**config.mk**
```make
export PLATFORM = sky130hd
export DESIGN_NAME = spi_clk_prescaler
export DESIGN_NICKNAME = d
export VERILOG_FILES = /design/src/rtl/spi_presc_pkg.sv /design/src/rtl/presc_decode.sv /design/src/rtl/presc_phase.sv /design/src/rtl/spi_clk_prescaler.sv
export SDC_FILE = /design/constraint.sdc
export NUM_CORES = 1
export LEC_CHECK = 0
export BUFFER_PORTS_ARGS = -buffer_cell sky130_fd_sc_hd__buf_2
export CORE_MARGIN = 5
export CORE_UTILIZATION = 54
export DETAILED_ROUTE_END_ITERATION = 8
export HOLD_SLACK_MARGIN = 0.12
export PLACE_DENSITY = 0.85
export REMOVE_ABC_BUFFERS = 1
export SYNTH_ARGS = -nofsm -noshare
export SYNTH_HDL_FRONTEND = slang
export SYNTH_SLANG_ARGS = --single-unit
```
**constraint.sdc**
```tcl
create_clock -name clk -period 2.6 [get_ports clk]
set_clock_uncertainty 0.15 [all_clocks]
set_input_delay 0.39 -clock clk [delete_from_list [all_inputs] [get_ports clk]]
set_output_delay 0.39 -clock clk [all_outputs]
set_load 0.01 [all_outputs]
```
**src/rtl/spi_presc_pkg.sv**
```systemverilog
// Shared constants and the format selector for the serial clock prescaler.
// Field positions are fixed by the code formats; widths derive from them.
package spi_presc_pkg;

    typedef enum logic {
        ENC_LEGACY   = 1'b0,
        ENC_EXTENDED = 1'b1
    } presc_enc_e;

    localparam int CFG_W       = 8;   // width of the divisor code
    localparam int LIN_W       = 4;   // linear factor / half-divisor width
    localparam int EXP_W       = 3;   // exponent width (extended format)
    localparam int EXP0_POS    = 4;   // code bit holding exponent bit 0
    localparam int EXPHI_POS   = 6;   // lowest code bit of exponent bits [2:1]
    localparam int DIV_W       = LIN_W + (1 << EXP_W) - 1;
    localparam int LEG_MIN_DIV = 4;   // legacy floor
    localparam int MIN_DIV     = 2;   // smallest ratio the phase counter runs

endpackage

```
**src/rtl/presc_decode.sv**
```systemverilog
// Divisor code decoder.
// Turns the configuration code into a ratio of system cycles per serial clock
// period, plus a validity flag. Purely combinational. The ENC parameter picks
// the format at build time; the result is never below MIN_DIV.
module presc_decode
    import spi_presc_pkg::*;
#(
    parameter presc_enc_e ENC     = ENC_LEGACY,
    parameter int         DIV_W_P = DIV_W
) (
    input  logic [CFG_W-1:0]   cfg,
    output logic [DIV_W_P-1:0] div,
    output logic               valid
);

    generate
        if (ENC == ENC_LEGACY) begin : g_legacy
            logic [DIV_W_P-1:0] raw;

            // Double the half-divisor and apply the legacy floor.
            always_comb begin
                raw   = DIV_W_P'(cfg[LIN_W-1:0]) << 1;
                div   = (raw < DIV_W_P'(LEG_MIN_DIV)) ? DIV_W_P'(LEG_MIN_DIV) : raw;
                valid = 1'b1;
            end
        end else begin : g_extended
            logic [LIN_W-1:0]   lin;
            logic [EXP_W-1:0]   ex;
            logic [DIV_W_P-1:0] raw;

            // Gather the split exponent, scale the linear factor, floor at MIN_DIV.
            always_comb begin
                lin   = cfg[LIN_W-1:0];
                ex    = {cfg[EXPHI_POS +: EXP_W-1], cfg[EXP0_POS]};
                raw   = DIV_W_P'(lin) << ex;
                div   = (raw < DIV_W_P'(MIN_DIV)) ? DIV_W_P'(MIN_DIV) : raw;
                valid = (lin != '0);
            end
        end
    endgenerate

endmodule

```
**src/rtl/presc_phase.sv**
```systemverilog
// Serial clock phase counter.
// Holds the divisor between words and counts down the length of the current
// serial clock level. When the count reaches zero it issues a tick and flips
// the level. The high level takes the extra cycle of an odd ratio.
// Assumes div_in >= 2, so every level lasts at least one cycle.
module presc_phase #(
    parameter int DIV_W_P = 11
) (
    input  logic               clk,
    input  logic               rst_n,
    input  logic               word_active,
    input  logic               cpol,
    input  logic [DIV_W_P-1:0] div_in,
    input  logic               valid_in,
    output logic               tick,
    output logic               sclk,
    output logic               div_ok
);

    logic [DIV_W_P-1:0] div_q;
    logic [DIV_W_P-1:0] cnt;

    function automatic logic [DIV_W_P-1:0] high_len(input logic [DIV_W_P-1:0] d);
        return (d >> 1) + DIV_W_P'(d[0]);
    endfunction

    function automatic logic [DIV_W_P-1:0] low_len(input logic [DIV_W_P-1:0] d);
        return d >> 1;
    endfunction

    // A level ends when its count is spent, inside a valid word only.
    assign tick = word_active & div_ok & (cnt == '0);

    // Take the divisor between words, run the level counter during a word.
    always_ff @(posedge clk) begin
        if (!rst_n) begin
            div_q  <= DIV_W_P'(2);
            div_ok <= 1'b0;
            sclk   <= 1'b0;
            cnt    <= '0;
        end else if (!word_active) begin
            div_q  <= div_in;
            div_ok <= valid_in;
            sclk   <= cpol;
            cnt    <= (cpol ? high_len(div_in) : low_len(div_in)) - 1'b1;
        end else if (tick) begin
            sclk   <= ~sclk;
            cnt    <= (sclk ? low_len(div_q) : high_len(div_q)) - 1'b1;
        end else if (div_ok) begin
            cnt    <= cnt - 1'b1;
        end
    end

    // between words the clock sits at the idle level.
    p_idle_level_r8: assert property (@(posedge clk) disable iff (!rst_n)
        ($past(rst_n) && !$past(word_active)) |-> (sclk == $past(cpol)));

    // inside a word the level only changes on a tick.
    p_toggle_on_tick_r7: assert property (@(posedge clk) disable iff (!rst_n)
        ($past(rst_n) && $past(word_active) && (sclk != $past(sclk))) |-> $past(tick));

    // the remaining level count never exceeds the longer half period.
    p_count_bound_r7: assert property (@(posedge clk) disable iff (!rst_n)
        (word_active && div_ok) |-> (cnt < high_len(div_q)));

    // an invalid code leaves the clock frozen during a word.
    p_invalid_frozen_r5: assert property (@(posedge clk) disable iff (!rst_n)
        ($past(rst_n) && word_active && $past(word_active) && !div_ok) |-> $stable(sclk));

    // the held divisor does not move within a word.
    p_div_frozen_r9: assert property (@(posedge clk) disable iff (!rst_n)
        ($past(rst_n) && word_active && $past(word_active)) |-> $stable(div_q));

endmodule

```
**src/rtl/spi_clk_prescaler.sv**
```systemverilog
// Serial clock prescaler top.
// Decodes the divisor code in the format chosen by ENC and drives the
// serial clock level plus its per-edge tick. The code is sampled only while
// word_active is low.
module spi_clk_prescaler
    import spi_presc_pkg::*;
#(
    parameter presc_enc_e ENC     = ENC_LEGACY,
    parameter int         DIV_W_P = DIV_W
) (
    input  logic             clk,
    input  logic             rst_n,
    input  logic [CFG_W-1:0] cfg_div,
    input  logic             cpol,
    input  logic             word_active,
    output logic             tick,
    output logic             sclk,
    output logic             div_ok
);

    logic [DIV_W_P-1:0] dec_div;
    logic               dec_valid;

    presc_decode #(
        .ENC     (ENC),
        .DIV_W_P (DIV_W_P)
    ) i_decode (
        .cfg   (cfg_div),
        .div   (dec_div),
        .valid (dec_valid)
    );

    presc_phase #(
        .DIV_W_P (DIV_W_P)
    ) i_phase (
        .clk         (clk),
        .rst_n       (rst_n),
        .word_active (word_active),
        .cpol        (cpol),
        .div_in      (dec_div),
        .valid_in    (dec_valid),
        .tick        (tick),
        .sclk        (sclk),
        .div_ok      (div_ok)
    );

    // reset leaves the clock low with no tick.
    p_reset_quiet_r10: assert property (@(posedge clk)
        $past(!rst_n) |-> (!sclk && !div_ok));

endmodule

```
==> results of run 1 <==
## cell families after synthesis
kind of cell	after synthesis	share of synthesized area (%)
compound gates	32	27.3
mux	2	2.03
buf+inv	10	4.69
flops	17	34.5
xor+xnor	2	1.78
simple gates	44	28.4
fa+ha+maj	1	1.27
## registers in the layout, indices dropped and copies added (netlist names)
| name | cells |
|---|---|
| i_phase.div_q | 4 |
| i_phase.cnt | 11 |
| i_phase.sclk | 1 |
| i_phase.div_ok | 1 |
## where the power goes
group          leakage, nW  switching, W  internal [W]  total (W)
registers            0.140     0.0000219      0.000282   0.000304
logic                0.265     0.0000859     0.0000655   0.000151
clock network       0.0177     0.0000931     0.0000575   0.000151
## worst register-to-register path: cells and delay by family (launching register included)
kind	cells	cell delay (ns)
AOI/OAI and AO/OA	3	0.83
DFF	1	0.39
and+or+nand+nor	3	0.48
adders and majority gates	1	0.32
## worst max-delay path by stage
stage,from,to,slack [ns],cells past startpoint
after detailed placement,word_active,i_phase.cnt[8],0.27,8
final,i_phase.div_ok,i_phase.cnt[8],0.34,7
after CTS,i_phase.div_ok,i_phase.cnt[8],0.33,7
after global routing,i_phase.div_ok,i_phase.cnt[5],0.20,7
after global placement,word_active,i_phase.cnt[10],0.32,7
after floorplan,i_phase.div_ok,i_phase.cnt[8],0.31,7
## cell type report
type                            count  area (sq um)  share of cell area, %
Inverter                            4          15.0                   1.38
Multi-Input combinational cell     81           599                   55.2
Tap cell                           25          31.3                   2.88
Clock buffer                        3          22.5                   2.07
Timing Repair Buffer               13          72.6                   6.68
Clock inverter                      1          5.00                  0.461
Sequential cell                    17           340                   31.3
## metrics by stage
stage               util (%)  instances  setup slack (ns)  hold slack [ns]  total power (W)
CTS                     62.9        144             0.331            0.218         0.000604
floorplan                  -        102             0.310            0.314         0.000412
global route            62.9        144             0.202            0.211         0.000643
detailed placement      61.3        140             0.270            0.339         0.000460
finish                  62.9        144             0.341            0.213         0.000606
global placement        61.3        140             0.320            0.331         0.000451
## cells in the final DEF, fill, tap and decap left out, types with 2 or more instances in the layout
master / instances
a211oi_1: 2
a21oi_1: 7
a31oi_4: 2
and4_1: 2
buf_2: 10
buf_4: 3
clkbuf_4: 3
dfxtp_1: 17
inv_1: 4
mux2i_1: 2
nand2_1: 16
nand2b_1: 5
nor2_1: 7
nor3_1: 2
nor3b_1: 2
o211ai_1: 2
o21a_1: 4
o21ai_0: 5
o311a_1: 3
or3_4: 2
xnor2_1: 2
## routing by layer
layer / global-route usage (%) / vias up / routed length [um]
li1: - / 421 / -
met5: 0 / - / 0
met2: 28.5 / 21 / 1050
met4: 8.51 / 0 / 56
met3: 5.13 / 7 / 109
met1: 23.1 / 409 / 953
==> results.yml, run 1 <==
routing:
  drtPass1Iterations: 4
  wirelength_um: 2170
  antenna_left: 0
  drcViolationCount: 0
  dr.first_iter.drc_count: 16
  post_drt_wl_per_cell_um: 15.1
  via_per_inst: 5.96
  vias: 858
clocking:
  ctsHoldBuffers: 0
  cts_root_buf: "clkbuf_4"
  clockBufferDepth: 2
  cts-htree-levels: 1
  cts_made_buffers: 3
  post_cts_buffers: 0
  clk_pin_slew_ns: 0.11
  clock_sinks: 17
  post_cts_resized: 0
  clkLatencyLatePin_ns: 0.30
  cts_tree: "yes"
run:
  maxCapViolations: 0
die:
  start_util_pct: 57.1
  dieArea_sq_um: 2780
  ios: 15
  placementRows: 15
  die_h_um: 52.7
  core_sq_um: 1730
  chipWidth_um: 52.7
pwr:
  max-vdd-ir-drop_mv: 0.418
  leakagePower_nw: 0.422
  powerDensity_nw_per_um2: 558
synth:
  synth_warnings: 0
  synth_area_sq_um: 986
  synthFlopType: "dfxtp_1"
  yosys-top-cells-count: "dfxtp_1, nand2_1, a21oi_1, nor2_1"
  synth_area_leaders: "dfxtp_1, nand2_1, a31oi_4"
  ys_seq_area_share_pct: 34.5
  avgSynthCellArea_sq_um: 9.13
  synth.distinct_cells: 37
  synth_cells: 108
  async_flop_share_pct: 0
  synth_top_area_share_pct: 34.5
  synth_enable_flop_cells: 0
  yosysMostFrequentCell: "dfxtp_1"
  yosys.area.top_type: "dfxtp_1"
  ys_ff_latch: 17
sta:
  min_period_ns: 2.26
  slew_violations: 0
  hold_violations: 0
  slew_headroom_pct: 74.3
  worstMarginPinSlew_ns: 0.383
  fin_crit_sh_pct: 86.9
  fmax_mhz: 443
  rsz0062_at_grt: "false"
  setup_violations: 0
  totalNegativeSetupSlack_ns: 0
worst_setup_path:
  rr_startpoint: "i_phase.div_ok"
  arrival_ns: 2.32
  cp-start-kind: "flip-flop"
  worst_r2r_path_depth: 7
  crit_path_max_incr_delay_ns: 0.39
  rrSetupSlack_ns: 0.34
  cp_slowest_cell: "dfxtp_1"
  crit_buf_inv: 0
  crit_chain: "nor3b_1, and4_1, o31ai_2, ha_1, nand3_4, o311a_1, o21a_1"
  crit_fanout: 7
  reg2reg_to: "i_phase.cnt[8]"
  crit_family: "compound AO/OA/AOI/OAI gates"
  worst_ep_required_time_ns: 2.66
  endpoint_kind: "flip-flop"
  crit_type: "flip-flop to flip-flop"
layout:
  area_growth_pct: 10.2
  finish.instance_area_sq_um: 1090
  nNetsFinal: 133
  drive_gt1_share_pct: 24.4
  n_fill_cell: 154
  antenna_cells: 0
min_path:
  hp-class: "primary input to flip-flop"
  worstHoldEndpoint: "i_phase.sclk"
  hold_path_depth: 3
  hold_start: "cpol"
global_route:
  antenna_found_initial: 0
  grtUsageTotal_pct: 18.3
  overflow: 0
  grt_max_degree: 23
  grt_first_pass_wirelength_um: 3640
  grt_pass1_vias: 828
place:
  numPortBuffers: 10
  gp_congestion: 0.825
  post-dp-hpwl_um: 1630
  dpl-instance-area_sq_um: 1060
status:
  status: "finished, final reports clean"
Power figures use the tool's default switching activity.
==> run 2: changes to the inputs <==
--- a/config.mk
+++ b/config.mk
@@ -7,11 +7,12 @@
 export LEC_CHECK = 0
 export BUFFER_PORTS_ARGS = -buffer_cell sky130_fd_sc_hd__buf_2
 export CORE_MARGIN = 5
-export CORE_UTILIZATION = 54
+export CORE_UTILIZATION = 60
 export DETAILED_ROUTE_END_ITERATION = 8
 export HOLD_SLACK_MARGIN = 0.12
-export PLACE_DENSITY = 0.85
+export PLACE_DENSITY = 0.89
 export REMOVE_ABC_BUFFERS = 1
 export SYNTH_ARGS = -nofsm -noshare
 export SYNTH_HDL_FRONTEND = slang
+export SYNTH_HIERARCHICAL = 1
 export SYNTH_SLANG_ARGS = --single-unit
==> run 2 against run 1 <==
The flow now finishes with violations (setup timing). Synthesized area up 87%. Power grew 66%. Clock power rose by 86%. Utilization up 8.0 points.
==> results.yml, run 2 <==
synth:
  synth_warnings: 6
  yosysMostFrequentCell: "dfxtp_1"
  synth_top_area_share_pct: 26.1
  yosys.area.top_type: "dfxtp_1"
  avgSynthCellArea_sq_um: 8.07
  ys_seq_area_share_pct: 26.1
  synth_cells: 228
  synth_enable_flop_cells: 0
  async_flop_share_pct: 0
  synth_area_sq_um: 1840
  synth.distinct_cells: 53
  yosys-top-cells-count: "dfxtp_1, nor2_1, mux2i_1, nand2_1, a21oi_1"
  synthFlopType: "dfxtp_1"
  synth_area_leaders: "dfxtp_1, mux2i_1, nor2_1"
  ys_ff_latch: 24
sta:
  worst_slack_ns: -0.0582
  fin_crit_sh_pct: 102
  slew_headroom_pct: 60.6
  worstMarginPinSlew_ns: 0.587
  fin_hold_ws_ns: 0.148
  hold_violations: 0
  setup_violations: 2
  fmax_mhz: 376
  min_period_ns: 2.66
  rsz0062_at_grt: "true"
  slew_violations: 0
run:
  maxCapViolations: 0
global_route:
  grt_max_degree: 20
  grt_pass1_vias: 1688
  grt_first_pass_wirelength_um: 7560
  overflow: 0
  antenna_found_initial: 0
  grtUsageTotal_pct: 22.1
routing:
  antenna_left: 0
  drcViolationCount: 0
  drtPass1Iterations: 4
  post_drt_wl_per_cell_um: 16.5
  wirelength_um: 4710
  dr.first_iter.drc_count: 108
  vias: 1818
  via_per_inst: 6.36
place:
  numPortBuffers: 10
  post-dp-hpwl_um: 3340
  place_inst: 277
  gp_congestion: 0.876
die:
  start_util_pct: 61.2
  die_h_um: 65.4
  ios: 15
  placementRows: 20
  chipWidth_um: 65.4
  dieArea_sq_um: 4270
  core_sq_um: 3000
clocking:
  clockBufferDepth: 2
  cts-htree-levels: 1
  ctsHoldBuffers: 0
  clock_sinks: 24
  cts_tree: "yes"
  cts_root_buf: "clkbuf_4"
  cts_made_buffers: 3
  clk_pin_slew_ns: 0.14
  clkLatencyLatePin_ns: 0.33
status:
  failed_checks: "setup timing"
  status: "finished with violations"
worst_setup_path:
  crit_fanout: 4
  cp-start-kind: "primary input"
  endpoint_kind: "flip-flop"
  crit_type: "primary input to flip-flop"
  worst_ep_required_time_ns: 2.69
  arrival_ns: 2.75
layout:
  nNetsFinal: 271
  post-route-util_pct: 70.9
  stdcell_count: 286
  n_fill_cell: 238
  mostFrequentLayoutCells: "dfxtp_1, buf_4, nor2_1"
  area_growth_pct: 15.8
  top_regs: "i_phase/cnt: 11 flops, i_phase/div_q: 11 flops"
  drive_gt1_share_pct: 20.6
  antenna_cells: 0
pwr:
  max-vdd-ir-drop_mv: 0.302
  powerDensity_nw_per_um2: 472
  leakagePower_nw: 0.883
  finalPower_w: 0.00101
min_path:
  hp-class: "primary input to flip-flop"
[run 2: cell count changes in the layout (fill, tap and decap cells not counted), moves of 6 or more]
cell,previous run,this run
buf_4,3,24
nor2_1,7,22
mux2i_1,2,15
conb_1,0,8
nand3_1,1,9
dfxtp_1,17,24
a21oi_1,7,13
nor2b_1,0,6
xor2_1,0,6
[run 2: worst paths after layout]
check	start	to	slack, ns	cells past startpoint
worst max-delay path	cfg_div[1]	i_phase/cnt[8]	-0.06	14
worst min-delay path	rst_n	i_phase/div_q[1]	0.15	2
worst max register to register	i_phase/div_q[1]	i_phase/cnt[10]	0.03	9
worst min register to register	i_phase/cnt[2]	i_phase/cnt[2]	0.39	2
[run 2: cell type report]
class,count,area (sq um),area share [%]
well taps,33,41.3,1.94
multi-input cells,185,1290,60.6
flip-flops and latches,24,480,22.6
repair buffers,34,243,11.4
clock buffers,3,22.5,1.06
inverters,6,22.5,1.06
clock inverters,1,30.0,1.41
[run 2: logic make-up after synthesis]
kind of cell / synth area share [%]
buf+inv: 7.01
mux: 10.5
fa+ha+maj: 3.40
flops: 26.1
compound gates: 17.0
other cells: 0.408
simple gates: 28.8
xor+xnor: 6.67
[run 2: per-stage QoR]
step                TNS [ns]  setup WS [ns]  cell area, sq um
floorplan             -0.520         -0.191              1760
global placement       -1.57         -0.350              1990
detailed placement     -1.91         -0.438              1990
CTS                 -0.00926       -0.00926              2040
global route          -0.671         -0.215              2130
finish               -0.0957        -0.0582              2130
[run 2: layer usage]
layer	up-vias	track usage, %	part of all wire [%]	wire length [um]
li1	864	-	-	-
met1	855	27.5	42	1970
met2	79	37.8	49	2290
met4	0	10.4	3.1	145
met3	20	2.56	6.5	306
met5	-	0	0	0
[run 2: timing repair]
action / 4_1_cts / 5_1_grt
gates resized for setup: 1 / 10
pin swaps: 4 / 10
endpoints found under the setup margin: 3 / 9
setup buffers: 0 / 5
[run 2: critical path, stage by stage]
cell      delay, ns
buf_6          0.09
o31a_1         0.31
ha_1           0.29
mux2_4         0.25
mux2i_1        0.13
o21ai_1        0.09
inv_1          0.10
ha_2           0.18
o211ai_1       0.12
nor3_2         0.17
buf_4          0.16
nand4_4        0.08
xnor2_2        0.17
a211oi_2       0.21
[run 2: power breakdown]
group | switching (W) | internal [W] | leakage, nW
clock | 0.000125 | 0.000156 | 0.0279
combinational | 0.000147 | 0.000141 | 0.657
sequential | 0.0000398 | 0.000397 | 0.198
total | 0.000312 | 0.000694 | 0.883
==> run 3: changes to the inputs <==
--- a/config.mk
+++ b/config.mk
@@ -11,7 +11,6 @@
 export DETAILED_ROUTE_END_ITERATION = 8
 export HOLD_SLACK_MARGIN = 0.12
 export PLACE_DENSITY = 0.89
-export REMOVE_ABC_BUFFERS = 1
 export SYNTH_ARGS = -nofsm -noshare
 export SYNTH_HDL_FRONTEND = slang
 export SYNTH_HIERARCHICAL = 1
==> run 3 against run 2 <==
The flow now finishes without violations. Largest power group unchanged. Utilization grew 1.2 points. Sequential cell count stayed put. Setup slack improved by 0.086 ns. Power shrank 7.9%. Register-to-register slack improved by 0.07 ns. Critical endpoint is now i_phase/cnt[10]. Sequential share of layout area shrank 0.31 points. Combinational power increased by 2%.
==> results.yml, run 3 (synthesis results as in run 2) <==
routing:
  post_drt_wl_per_cell_um: 15.3
  highest_layer: "met4"
  drcViolationCount: 0
  dr.first_iter.drc_count: 124
  vias: 1795
  antenna_left: 0
  wirelength_um: 4450
  wl_met2_um: 2250
  met3_length_um: 243
  via_per_inst: 6.19
  wl_met1_um: 1860
  drtPass1Iterations: 4
layout:
  top_regs: "i_phase/cnt: 11 flops, i_phase/div_q: 11 flops"
  mostFrequentLayoutCells: "buf_4, dfxtp_1, nor2_1"
  finish.instance_area_sq_um: 2160
  nNetsFinal: 275
  antenna_cells: 0
  layout_commonest_cell: "buf_4"
  area_growth_pct: 17.7
  drive_gt1_share_pct: 23.3
worst_setup_path:
  crit_end: "i_phase/cnt[10]"
  endpoint_kind: "flip-flop"
  reg2reg_to: "i_phase/cnt[10]"
  rr_startpoint: "i_phase/div_q[1]"
  cp-start-kind: "primary input"
  worst_r2r_path_depth: 9
  crit_fanout: 4
  worst_ep_required_time_ns: 2.69
  startpoint: "cfg_div[2]"
  arrival_ns: 2.66
  rrSetupSlack_ns: 0.10
  crit_type: "primary input to flip-flop"
place:
  numPortBuffers: 10
  post-dp-hpwl_um: 3220
  place_ws_ns: -0.382
  dpl-instance-area_sq_um: 1990
  gp_congestion: 0.895
sta:
  worst_slack_ns: 0.0273
  fmax_mhz: 389
  slew_headroom_pct: 64.3
  fin_crit_sh_pct: 99.0
  hold_violations: 0
  rsz0062_at_grt: "true"
  slew_violations: 0
  setup_violations: 0
  totalNegativeSetupSlack_ns: 0
  fin_hold_ws_ns: 0.160
  worstMarginPinSlew_ns: 0.532
  min_period_ns: 2.57
clocking:
  clk_pin_slew_ns: 0.13
  clockBufferDepth: 2
  cts_made_buffers: 3
  clkLatencyLatePin_ns: 0.32
  clock_sinks: 24
  cts-htree-levels: 1
  cts_tree: "yes"
  cts_root_buf: "clkbuf_4"
min_path:
  hp-class: "primary input to flip-flop"
  hold_path_depth: 2
die:
  dieArea_sq_um: 4270
  start_util_pct: 61.2
  ios: 15
  placementRows: 20
  core_sq_um: 3000
  chipWidth_um: 65.4
  die_h_um: 65.4
global_route:
  grt_first_pass_wirelength_um: 7220
  overflow: 0
  antenna_found_initial: 0
  grt_max_degree: 20
  grt_pass1_vias: 1612
  grtUsageTotal_pct: 21.6
pwr:
  max-vdd-ir-drop_mv: 0.258
  leakagePower_nw: 0.900
  powerDensity_nw_per_um2: 428
status:
  status: "finished, final reports clean"
run:
  maxCapViolations: 0
run 3: cell types whose count changed in the layout (fill, tap and decap cells not counted), sizes merged:
cell | before | now
clkbuf | 3 | 4
bufinv | 1 | 0
buf | 34 | 38
run 3: worst max-delay path, stage by stage:
cell      delay, ns
buf_2          0.11
o31a_1         0.29
ha_1           0.27
mux2_4         0.26
mux2i_1        0.13
o21ai_1        0.10
inv_1          0.09
ha_2           0.18
o211ai_1       0.13
nor3_2         0.12
buf_4          0.16
nand2_1        0.08
o21a_1         0.17
o31ai_1        0.17
run 3: cell type report:
| cell class | count | area (sq um) |
|---|---|---|
| Inverter | 6 | 22.5 |
| Clock buffer | 4 | 36.3 |
| Tap cell | 33 | 41.3 |
| Timing Repair Buffer | 38 | 274 |
| Sequential cell | 24 | 482 |
| Fill cell | 239 | 838 |
| Multi-Input combinational cell | 185 | 1310 |
run 3: power breakdown:
part	switching (W)	total (W)	internal, W
Sequential	0.0000374	0.000435	0.000397
Combinational	0.000148	0.000295	0.000147
Clock	0.000111	0.000197	0.0000856
run 3: how the worst min path moves through the flow:
stage / start / to / slack, ns
CTS: rst_n / i_phase/div_q[1] / 0.15
global placement: i_phase/cnt[4] / i_phase/cnt[4] / 0.33
detailed placement: i_phase/cnt[2] / i_phase/cnt[2] / 0.35
finish: rst_n / i_phase/div_q[1] / 0.16
floorplan: i_phase/cnt[2] / i_phase/cnt[2] / 0.30
global route: rst_n / i_phase/div_q[1] / 0.16
run 3: through the flow:
| stage | power, W | instances | util [%] |
|---|---|---|---|
| after floorplan | 0.000619 | 234 | - |
| after global placement | 0.000681 | 277 | 66.3 |
| after detailed placement | 0.000691 | 277 | 66.3 |
| after CTS | 0.000902 | 284 | 68.7 |
| after global routing | 0.000995 | 290 | 72.1 |
| final | 0.000926 | 290 | 72.1 |
run 3: what timing repair did:
action | CTS | global route
hold buffers | 0 | 0
setup endpoints to repair | 3 | 8
pin swaps | 1 | 5
resized for setup | 3 | 12
buffers inserted | 3 | 7
run 3: routing by layer:
metal | GRT usage, % | up-vias
met5 | 0 | -
met4 | 6.99 | 0
met3 | 2.74 | 13
met2 | 37.5 | 55
met1 | 27.4 | 857
li1 | - | 870
